`config.mk`:
```
export PLATFORM = sky130hd
export DESIGN_NAME = ptw_walker
export DESIGN_NICKNAME = d
export VERILOG_FILES = /design/src/rtl/ptw_pkg.sv /design/src/rtl/ptw_addr_calc.sv /design/src/rtl/ptw_page_eval.sv /design/src/rtl/ptw_walker.sv
export SDC_FILE = /design/constraint.sdc
export NUM_CORES = 1
export LEC_CHECK = 0
export BUFFER_PORTS_ARGS = -buffer_cell sky130_fd_sc_hd__buf_2
export CORE_UTILIZATION = 52
export CTS_CLUSTER_DIAMETER = 120
export CTS_CLUSTER_SIZE = 28
export DETAILED_ROUTE_END_ITERATION = 10
export PLACE_DENSITY = 0.91
export RECOVER_POWER = 50
export SKIP_CTS_REPAIR_TIMING = 1
export SLEW_MARGIN = 10
export SYNTH_ARGS = -nofsm -noshare
export SYNTH_HDL_FRONTEND = slang
export SYNTH_SLANG_ARGS = --single-unit
```
`constraint.sdc`:
```
create_clock -name clk -period 2.8 [get_ports clk]
set_input_delay 0.28 -clock clk [delete_from_list [all_inputs] [get_ports clk]]
set_output_delay 0.28 -clock clk [all_outputs]
set_load 0.02 [all_outputs]
```
`src/rtl/ptw_pkg.sv`:
```
package ptw_pkg;
  localparam int unsigned DW = 32;

  // descriptor flag positions
  localparam int unsigned B_RES  = 0;
  localparam int unsigned B_TVAL = 1;
  localparam int unsigned B_WP   = 2;
  localparam int unsigned B_USED = 3;
  localparam int unsigned B_MOD  = 4;
  localparam int unsigned B_SUP  = 7;

  // fault vector positions
  localparam int unsigned F_WP   = 0;
  localparam int unsigned F_SP   = 1;
  localparam int unsigned F_PF   = 2;
  localparam int unsigned F_IL   = 3;
  localparam int unsigned F_PTB  = 4;
  localparam int unsigned F_PTA  = 5;
  localparam int unsigned F_BERR = 6;
  localparam int unsigned FW     = 7;

  typedef enum logic [2:0] {
    S_IDLE, S_RD_TOP, S_WB_TOP, S_RD_MID, S_WB_MID, S_RD_LEAF, S_RD_IND, S_WB_LEAF
  } walk_st_e;
endpackage

```
`src/rtl/ptw_addr_calc.sv`:
```
module ptw_addr_calc
  import ptw_pkg::*;
(
  input  logic [31:12]  vpn,
  input  logic [31:9]   root_base,
  input  logic [DW-1:0] tbl_desc,
  input  logic          big_page,
  output logic [DW-1:0] top_addr,
  output logic [DW-1:0] mid_addr,
  output logic [DW-1:0] leaf_addr
);
  logic unused_low;
  assign unused_low = ^{tbl_desc[6:0], vpn[12]};

  assign top_addr = {root_base, vpn[31:25], 2'b00};
  assign mid_addr = {tbl_desc[31:9], vpn[24:18], 2'b00};

  always_comb begin
    if (big_page) leaf_addr = {tbl_desc[31:7], vpn[17:13], 2'b00};
    else          leaf_addr = {tbl_desc[31:8], vpn[17:12], 2'b00};
  end
endmodule

```
`src/rtl/ptw_page_eval.sv`:
```
module ptw_page_eval
  import ptw_pkg::*;
(
  input  logic [DW-1:0] desc,
  input  logic          wp_upper,
  input  logic          is_super,
  input  logic          is_write,
  output logic [DW-1:0] wb_desc,
  output logic          wb_needed,
  output logic [DW-1:0] res_desc,
  output logic [FW-1:0] flt
);
  logic resident, wp_all, sup_viol, legal_wr;

  always_comb begin
    resident = desc[B_RES];
    wp_all   = wp_upper | desc[B_WP];
    sup_viol = !is_super && desc[B_SUP];
    legal_wr = is_write && !wp_all && !sup_viol;

    wb_desc          = desc;
    wb_desc[B_USED]  = 1'b1;
    wb_desc[B_MOD]   = desc[B_MOD] | legal_wr;
    wb_needed        = resident && (wb_desc != desc);

    res_desc         = wb_desc;
    res_desc[B_WP]   = wp_all;
    if (!resident) res_desc = '0;

    flt        = '0;
    flt[F_PF]  = !resident;
    flt[F_SP]  = resident && sup_viol;
    flt[F_WP]  = resident && !sup_viol && is_write && wp_all;
  end
endmodule

```
`src/rtl/ptw_walker.sv`:
```
module ptw_walker
  import ptw_pkg::*;
(
  input  logic          clk,
  input  logic          rst_n,
  input  logic          walk_valid,
  output logic          walk_ready,
  input  logic [31:0]   walk_vaddr,
  input  logic          walk_super,
  input  logic          walk_write,
  input  logic          walk_big_page,
  input  logic [31:0]   user_root,
  input  logic [31:0]   super_root,
  output logic          mem_req_valid,
  input  logic          mem_req_ready,
  output logic          mem_req_write,
  output logic [31:0]   mem_req_addr,
  output logic [31:0]   mem_req_wdata,
  input  logic          mem_rsp_valid,
  input  logic [31:0]   mem_rsp_rdata,
  input  logic          mem_rsp_err,
  output logic          busy,
  output logic          done,
  output logic [31:0]   walk_desc,
  output logic [6:0]    walk_fault
);
  walk_st_e        state;
  logic            issued;
  logic [31:12]    vpn;
  logic [31:9]     root_base;
  logic            is_sup, is_wr, big;
  logic            wp_acc;
  logic [DW-1:0]   cur_desc, cur_addr;
  logic [DW-1:0]   top_addr, mid_addr, leaf_addr;
  logic [DW-1:0]   ev_wb, ev_res;
  logic            ev_wb_needed;
  logic [FW-1:0]   ev_flt;
  logic            rsp_fire, rd_indirect;

  logic unused_in;
  assign unused_in = ^{walk_vaddr[11:0], user_root[8:0], super_root[8:0]};

  ptw_addr_calc u_addr (
    .vpn(vpn), .root_base(root_base), .tbl_desc(cur_desc), .big_page(big),
    .top_addr(top_addr), .mid_addr(mid_addr), .leaf_addr(leaf_addr)
  );

  ptw_page_eval u_eval (
    .desc(mem_rsp_rdata), .wp_upper(wp_acc), .is_super(is_sup), .is_write(is_wr),
    .wb_desc(ev_wb), .wb_needed(ev_wb_needed), .res_desc(ev_res), .flt(ev_flt)
  );

  assign busy          = (state != S_IDLE);
  assign walk_ready    = (state == S_IDLE);
  assign mem_req_valid = busy && !issued;
  assign mem_req_write = (state == S_WB_TOP) || (state == S_WB_MID) || (state == S_WB_LEAF);
  assign mem_req_wdata = cur_desc;
  assign rsp_fire      = issued && mem_rsp_valid;
  assign rd_indirect   = (mem_rsp_rdata[1:0] == 2'b10);

  always_comb begin
    case (state)
      S_RD_TOP:  mem_req_addr = top_addr;
      S_RD_MID:  mem_req_addr = mid_addr;
      S_RD_LEAF: mem_req_addr = leaf_addr;
      default:   mem_req_addr = cur_addr;
    endcase
  end

  always_ff @(posedge clk or negedge rst_n) begin
    if (!rst_n) begin
      state      <= S_IDLE;
      issued     <= 1'b0;
      done       <= 1'b0;
      vpn        <= '0;
      root_base  <= '0;
      is_sup     <= 1'b0;
      is_wr      <= 1'b0;
      big        <= 1'b0;
      wp_acc     <= 1'b0;
      cur_desc   <= '0;
      cur_addr   <= '0;
      walk_desc  <= '0;
      walk_fault <= '0;
    end else begin
      done <= 1'b0;
      if (mem_req_valid && mem_req_ready) issued <= 1'b1;
      if (rsp_fire) issued <= 1'b0;
      case (state)
        S_IDLE: if (walk_valid) begin
          vpn        <= walk_vaddr[31:12];
          root_base  <= walk_super ? super_root[31:9] : user_root[31:9];
          is_sup     <= walk_super;
          is_wr      <= walk_write;
          big        <= walk_big_page;
          wp_acc     <= 1'b0;
          walk_desc  <= '0;
          walk_fault <= '0;
          state      <= S_RD_TOP;
        end
        S_RD_TOP, S_RD_MID: if (rsp_fire) begin
          if (mem_rsp_err) begin
            walk_fault[F_BERR] <= 1'b1;
            done <= 1'b1; state <= S_IDLE;
          end else if (!mem_rsp_rdata[B_TVAL]) begin
            if (state == S_RD_TOP) walk_fault[F_PTA] <= 1'b1;
            else                   walk_fault[F_PTB] <= 1'b1;
            done <= 1'b1; state <= S_IDLE;
          end else begin
            wp_acc   <= wp_acc | mem_rsp_rdata[B_WP];
            cur_addr <= mem_req_addr;
            cur_desc <= mem_rsp_rdata | (DW'(1) << B_USED);
            if (!mem_rsp_rdata[B_USED])
              state <= (state == S_RD_TOP) ? S_WB_TOP : S_WB_MID;
            else
              state <= (state == S_RD_TOP) ? S_RD_MID : S_RD_LEAF;
          end
        end
        S_WB_TOP: if (rsp_fire) state <= S_RD_MID;
        S_WB_MID: if (rsp_fire) state <= S_RD_LEAF;
        S_RD_LEAF, S_RD_IND: if (rsp_fire) begin
          if (mem_rsp_err) begin
            walk_fault[F_BERR] <= 1'b1;
            done <= 1'b1; state <= S_IDLE;
          end else if (rd_indirect && state == S_RD_LEAF) begin
            cur_addr <= {mem_rsp_rdata[31:2], 2'b00};
            state    <= S_RD_IND;
          end else if (rd_indirect) begin
            walk_fault[F_IL] <= 1'b1;
            done <= 1'b1; state <= S_IDLE;
          end else begin
            if (state == S_RD_LEAF) cur_addr <= mem_req_addr;
            walk_desc  <= ev_res;
            walk_fault <= ev_flt;
            cur_desc   <= ev_wb;
            if (ev_wb_needed) state <= S_WB_LEAF;
            else begin done <= 1'b1; state <= S_IDLE; end
          end
        end
        S_WB_LEAF: if (rsp_fire) begin done <= 1'b1; state <= S_IDLE; end
        default: state <= S_IDLE;
      endcase
    end
  end

  // strobe width, acceptance and request holding
  a_r1_done_pulse: assert property (@(posedge clk) disable iff (!rst_n) done |=> !done);
  a_r1_accept_busy: assert property (@(posedge clk) disable iff (!rst_n)
    (walk_valid && walk_ready) |=> busy);
  a_r1_done_idle: assert property (@(posedge clk) disable iff (!rst_n) done |-> !busy);
  a_r1_req_hold: assert property (@(posedge clk) disable iff (!rst_n)
    (mem_req_valid && !mem_req_ready) |=> (mem_req_valid && $stable(mem_req_addr)));
  // table-level faults return zero
  a_r4_tbl_zero: assert property (@(posedge clk) disable iff (!rst_n)
    (done && (walk_fault[F_PTA] || walk_fault[F_PTB])) |-> (walk_desc == '0));
  // every write-back carries the used flag
  a_r9_wb_used: assert property (@(posedge clk) disable iff (!rst_n)
    (mem_req_valid && mem_req_write) |-> mem_req_wdata[B_USED]);
  // at most one fault reported
  a_r10_one_fault: assert property (@(posedge clk) disable iff (!rst_n)
    done |-> $onehot0(walk_fault));
  // bus error returns a zero descriptor
  a_r11_berr_zero: assert property (@(posedge clk) disable iff (!rst_n)
    (done && walk_fault[F_BERR]) |-> (walk_desc == '0));
endmodule

```
==> key figures <==
STA
  – Fmax: 378 MHz
  – RSZ-0062 raised after global routing: no
  – Period utilization: between 90 and 100%
  – TNS Setup: 0 ns
  – Hold Fails Final Rpt: 0
  – Final slew viol count: 71
  – Post-layout min period: 2.65 ns
  – Final setup fails: 0
  – Slew margin rel.: -25.8%
  – Slew @ Worst Pin: roughly 1.9 ns
  – Clock Skew: 0.0131 ns

Yosys
  – Ys flop type: dfrtp_1
  – Syn Nets: 908
  – Sequential area share after synthesis: between 40% and 50%
  – Mapped cell area: a little under 8000 µm²
  – Synth Register Bits: approximately 150
  – Count leader, synth: dfrtp_1
  – Ranking of synthesized cells by area: dfrtp_1 50%, nand2_1 4.8%, mux2i_1 4.6%
  – Yosys top cell area share: 49.6%
  – Yosys cell types: 51
  – Post-synth ARST share: 100%
  – Synth cell count leaders: 154 x dfrtp_1, 99 x nand2_1, 55 x o21ai_1, 47 x o22ai_1, 40 x clkbuf_1
  – Mapped Cells: roughly 770
  – Cell taking the most area after synthesis: dfrtp_1
  – Synth Warn #: 0
  – Syn avg cell area: 10.1 µm²
  – Number of flops mapped to enable cells by yosys: 0

Drt
  – DR vias/cell: 6.01
  – Iter 0 DRT Violations: approximately 620
  – Routed wire length: 22700 µm
  – Detailed-route via count: 6853
  – DRC viols: 0
  – Routed length per instance: around 20 µm
  – Pre-antenna DRT Iters: 5
  – Post-DRT Antenna Nets: 0

Clock tree
  – TritonCTS clock tree: built
  – Worst-path clk slew: 0.06 ns
  – Clock buffer depth: 2
  – Num CTS Buffers: 17
  – CTS root buffer: clkbuf_16
  – Worst skew pair latency: 0.43 ns
  – CTS H-tree lvls: 4
  – Sink Count: about 150

Worst setup path
  – Levels on crit path: 5
  – CP top delay family: compound AO/OA/AOI/OAI gates
  – Type of origin of the critical path: register
  – Largest stage delay on the critical path: 0.60 ns
  – Worst EP required: 2.52 ns
  – CP cell instances: inv_2, o21ai_1, a211oi_1, inv_1, buf_2
  – Worst Path Arrival: 2.37 ns
  – WP buf/inv: 3
  – Crit-path slowest cell: dfrtp_2
  – Critical path endpoint category: primary output
  – Max FO, Critical Path: 16
  – Setup CP Type: register to primary output
  – Reg2reg path depth: 6

Floorplanning
  – Die ar.: 15400 µm²
  – Die height: 124 µm
  – Die width: 124 µm
  – Core area: ~15000 µm²
  – FP Rows: 44
  – Starting Density: 53.4%
  – IO Pins: 245

Power
  – Total power: 11.7 mW
  – Power per cell area: 1250 nW/µm²
  – Peak VDD IR: 761 µV
  – Leakage power: 4.66 nW

Worst hold path
  – WHS Path Cells: 3
  – Hold WC Path Type: input pin to register

Final layout
  – N_diodes: 0
  – Layout Cells excl Fill: 1140
  – # fillers: between 1000 and 1500
  – Layout cells sized above 1: roughly 27%
  – P&R area growth vs syn: 20.8%
  – Final net count: between 1000 and 1500

Global route
  – Grt ovf: 0
  – Global-route wire length before repair: 34700 µm
  – Vias in the first global route: roughly 6600
  – Initial antenna violation count: 0
  – GRT Total Usage: 30.4%
  – Largest net degree at the start of global routing: 73

Place
  – Port bufs: 214
  – Placed Cells: ~1100
  – GP Congestion: 0.876
  – Post-detail-place hpwl: 15000 µm

Outcome
  – Status: complete, but fails checks
  – Failing checks: max-capacitance violations, max-slew violations

Run
  – Number of max-cap violations: 1
==> power breakdown <==
| part | switching (mW) | internal (mW) | leakage (nW) |
|---|---|---|---|
| Clock | 0.888 | 1.47 | 0.294 |
| Combinational | 3.45 | 2.13 | 2.40 |
| Sequential | 0.718 | 3.06 | 1.97 |
| Total | 5.05 | 6.65 | 4.66 |
==> metrics by stage <==
step / setup slack, ns / hold WS [ns] / area (µm²) / util [%]
finish: 0.154 / 0.0336 / 9380 / 64.5
global route: 0.0616 / 0.0501 / 9380 / 64.5
CTS: 0.156 / -0.104 / 9440 / 64.9
detailed placement: 0.566 / 0.352 / 8840 / 60.8
global placement: 0.620 / 0.349 / 8840 / 60.8
floorplan: 0.689 / -0.0156 / 7760 / -
==> layout make-up <==
class	count	area (µm²)	area share, %
multi-input combinational	492	3320	35.4
clock buffer	24	482	5.14
sequential	154	3860	41.1
clock inverter	8	118	1.25
tap	184	230	2.46
inverter	37	139	1.48
timing repair buffer	241	1230	13.2
==> logic make-up (layout without fill, tap and decap cells) <==
group,Yosys count,in the layout,synth area share (%)
compound gates,239,239,20.5
simple gates,163,163,9.64
flops,154,154,49.6
buf+inv,125,310,7.77
mux,88,88,12.2
xor+xnor,2,2,0.226
==> worst paths after layout <==
| path | start | to | slack (ns) |
|---|---|---|---|
| max in group asynchronous | rst_n | mem_req_wdata[3] | 0.75 |
| worst max-delay path | state[1] | mem_req_addr[4] | 0.15 |
| worst min-delay path | walk_vaddr[31] | vpn[31] | 0.03 |
| min in group asynchronous | rst_n | walk_desc[20] | 0.88 |
| worst max register to register | state[0] | cur_addr[6] | 0.48 |
| worst min register to register | mem_req_wdata[3] | mem_req_wdata[3] | 0.48 |
==> placed cells by master, fill, tap and decap left out, types with 4 or more instances in the layout <==
cell type / n
buf_2: 159
dfrtp_1: 151
nand2_1: 99
clkbuf_1: 58
o21ai_1: 55
o22ai_1: 47
inv_1: 36
mux2i_1: 36
mux2_2: 32
a22oi_1: 29
a22o_1: 29
a21o_1: 25
buf_4: 24
nor2_1: 21
mux2_1: 20
clkbuf_16: 17
a211oi_1: 11
a21oi_1: 11
o21ai_0: 11
and2_1: 6
nand2b_1: 5
nor3_1: 5
o21a_1: 4
or3_1: 4
clkinv_2: 4
==> registers in the layout (all words and copies together), names as in the netlist <==
name,cells
big,1
cur_addr,32
done,1
is_sup,1
is_wr,1
issued,1
mem_req_wdata,32
root_base,23
state,3
vpn,20
walk_desc,31
walk_fault,7
wp_acc,1
==> layer usage <==
layer | track usage [%] | vias to the layer above | routed length [µm]
met5 | 0 | - | 0
met4 | 12.9 | 0 | 398
met3 | 6.64 | 42 | 1950
li1 | - | 3085 | -
met2 | 51.1 | 358 | 11200
met1 | 37.5 | 3368 | 9150
==> worst min-delay path, cell delays in order <==
cell     delay [ns]
buf_2          0.07
nand2_1        0.04
nand2_1        0.04
Note: power is estimated with default switching activity, not from simulation.
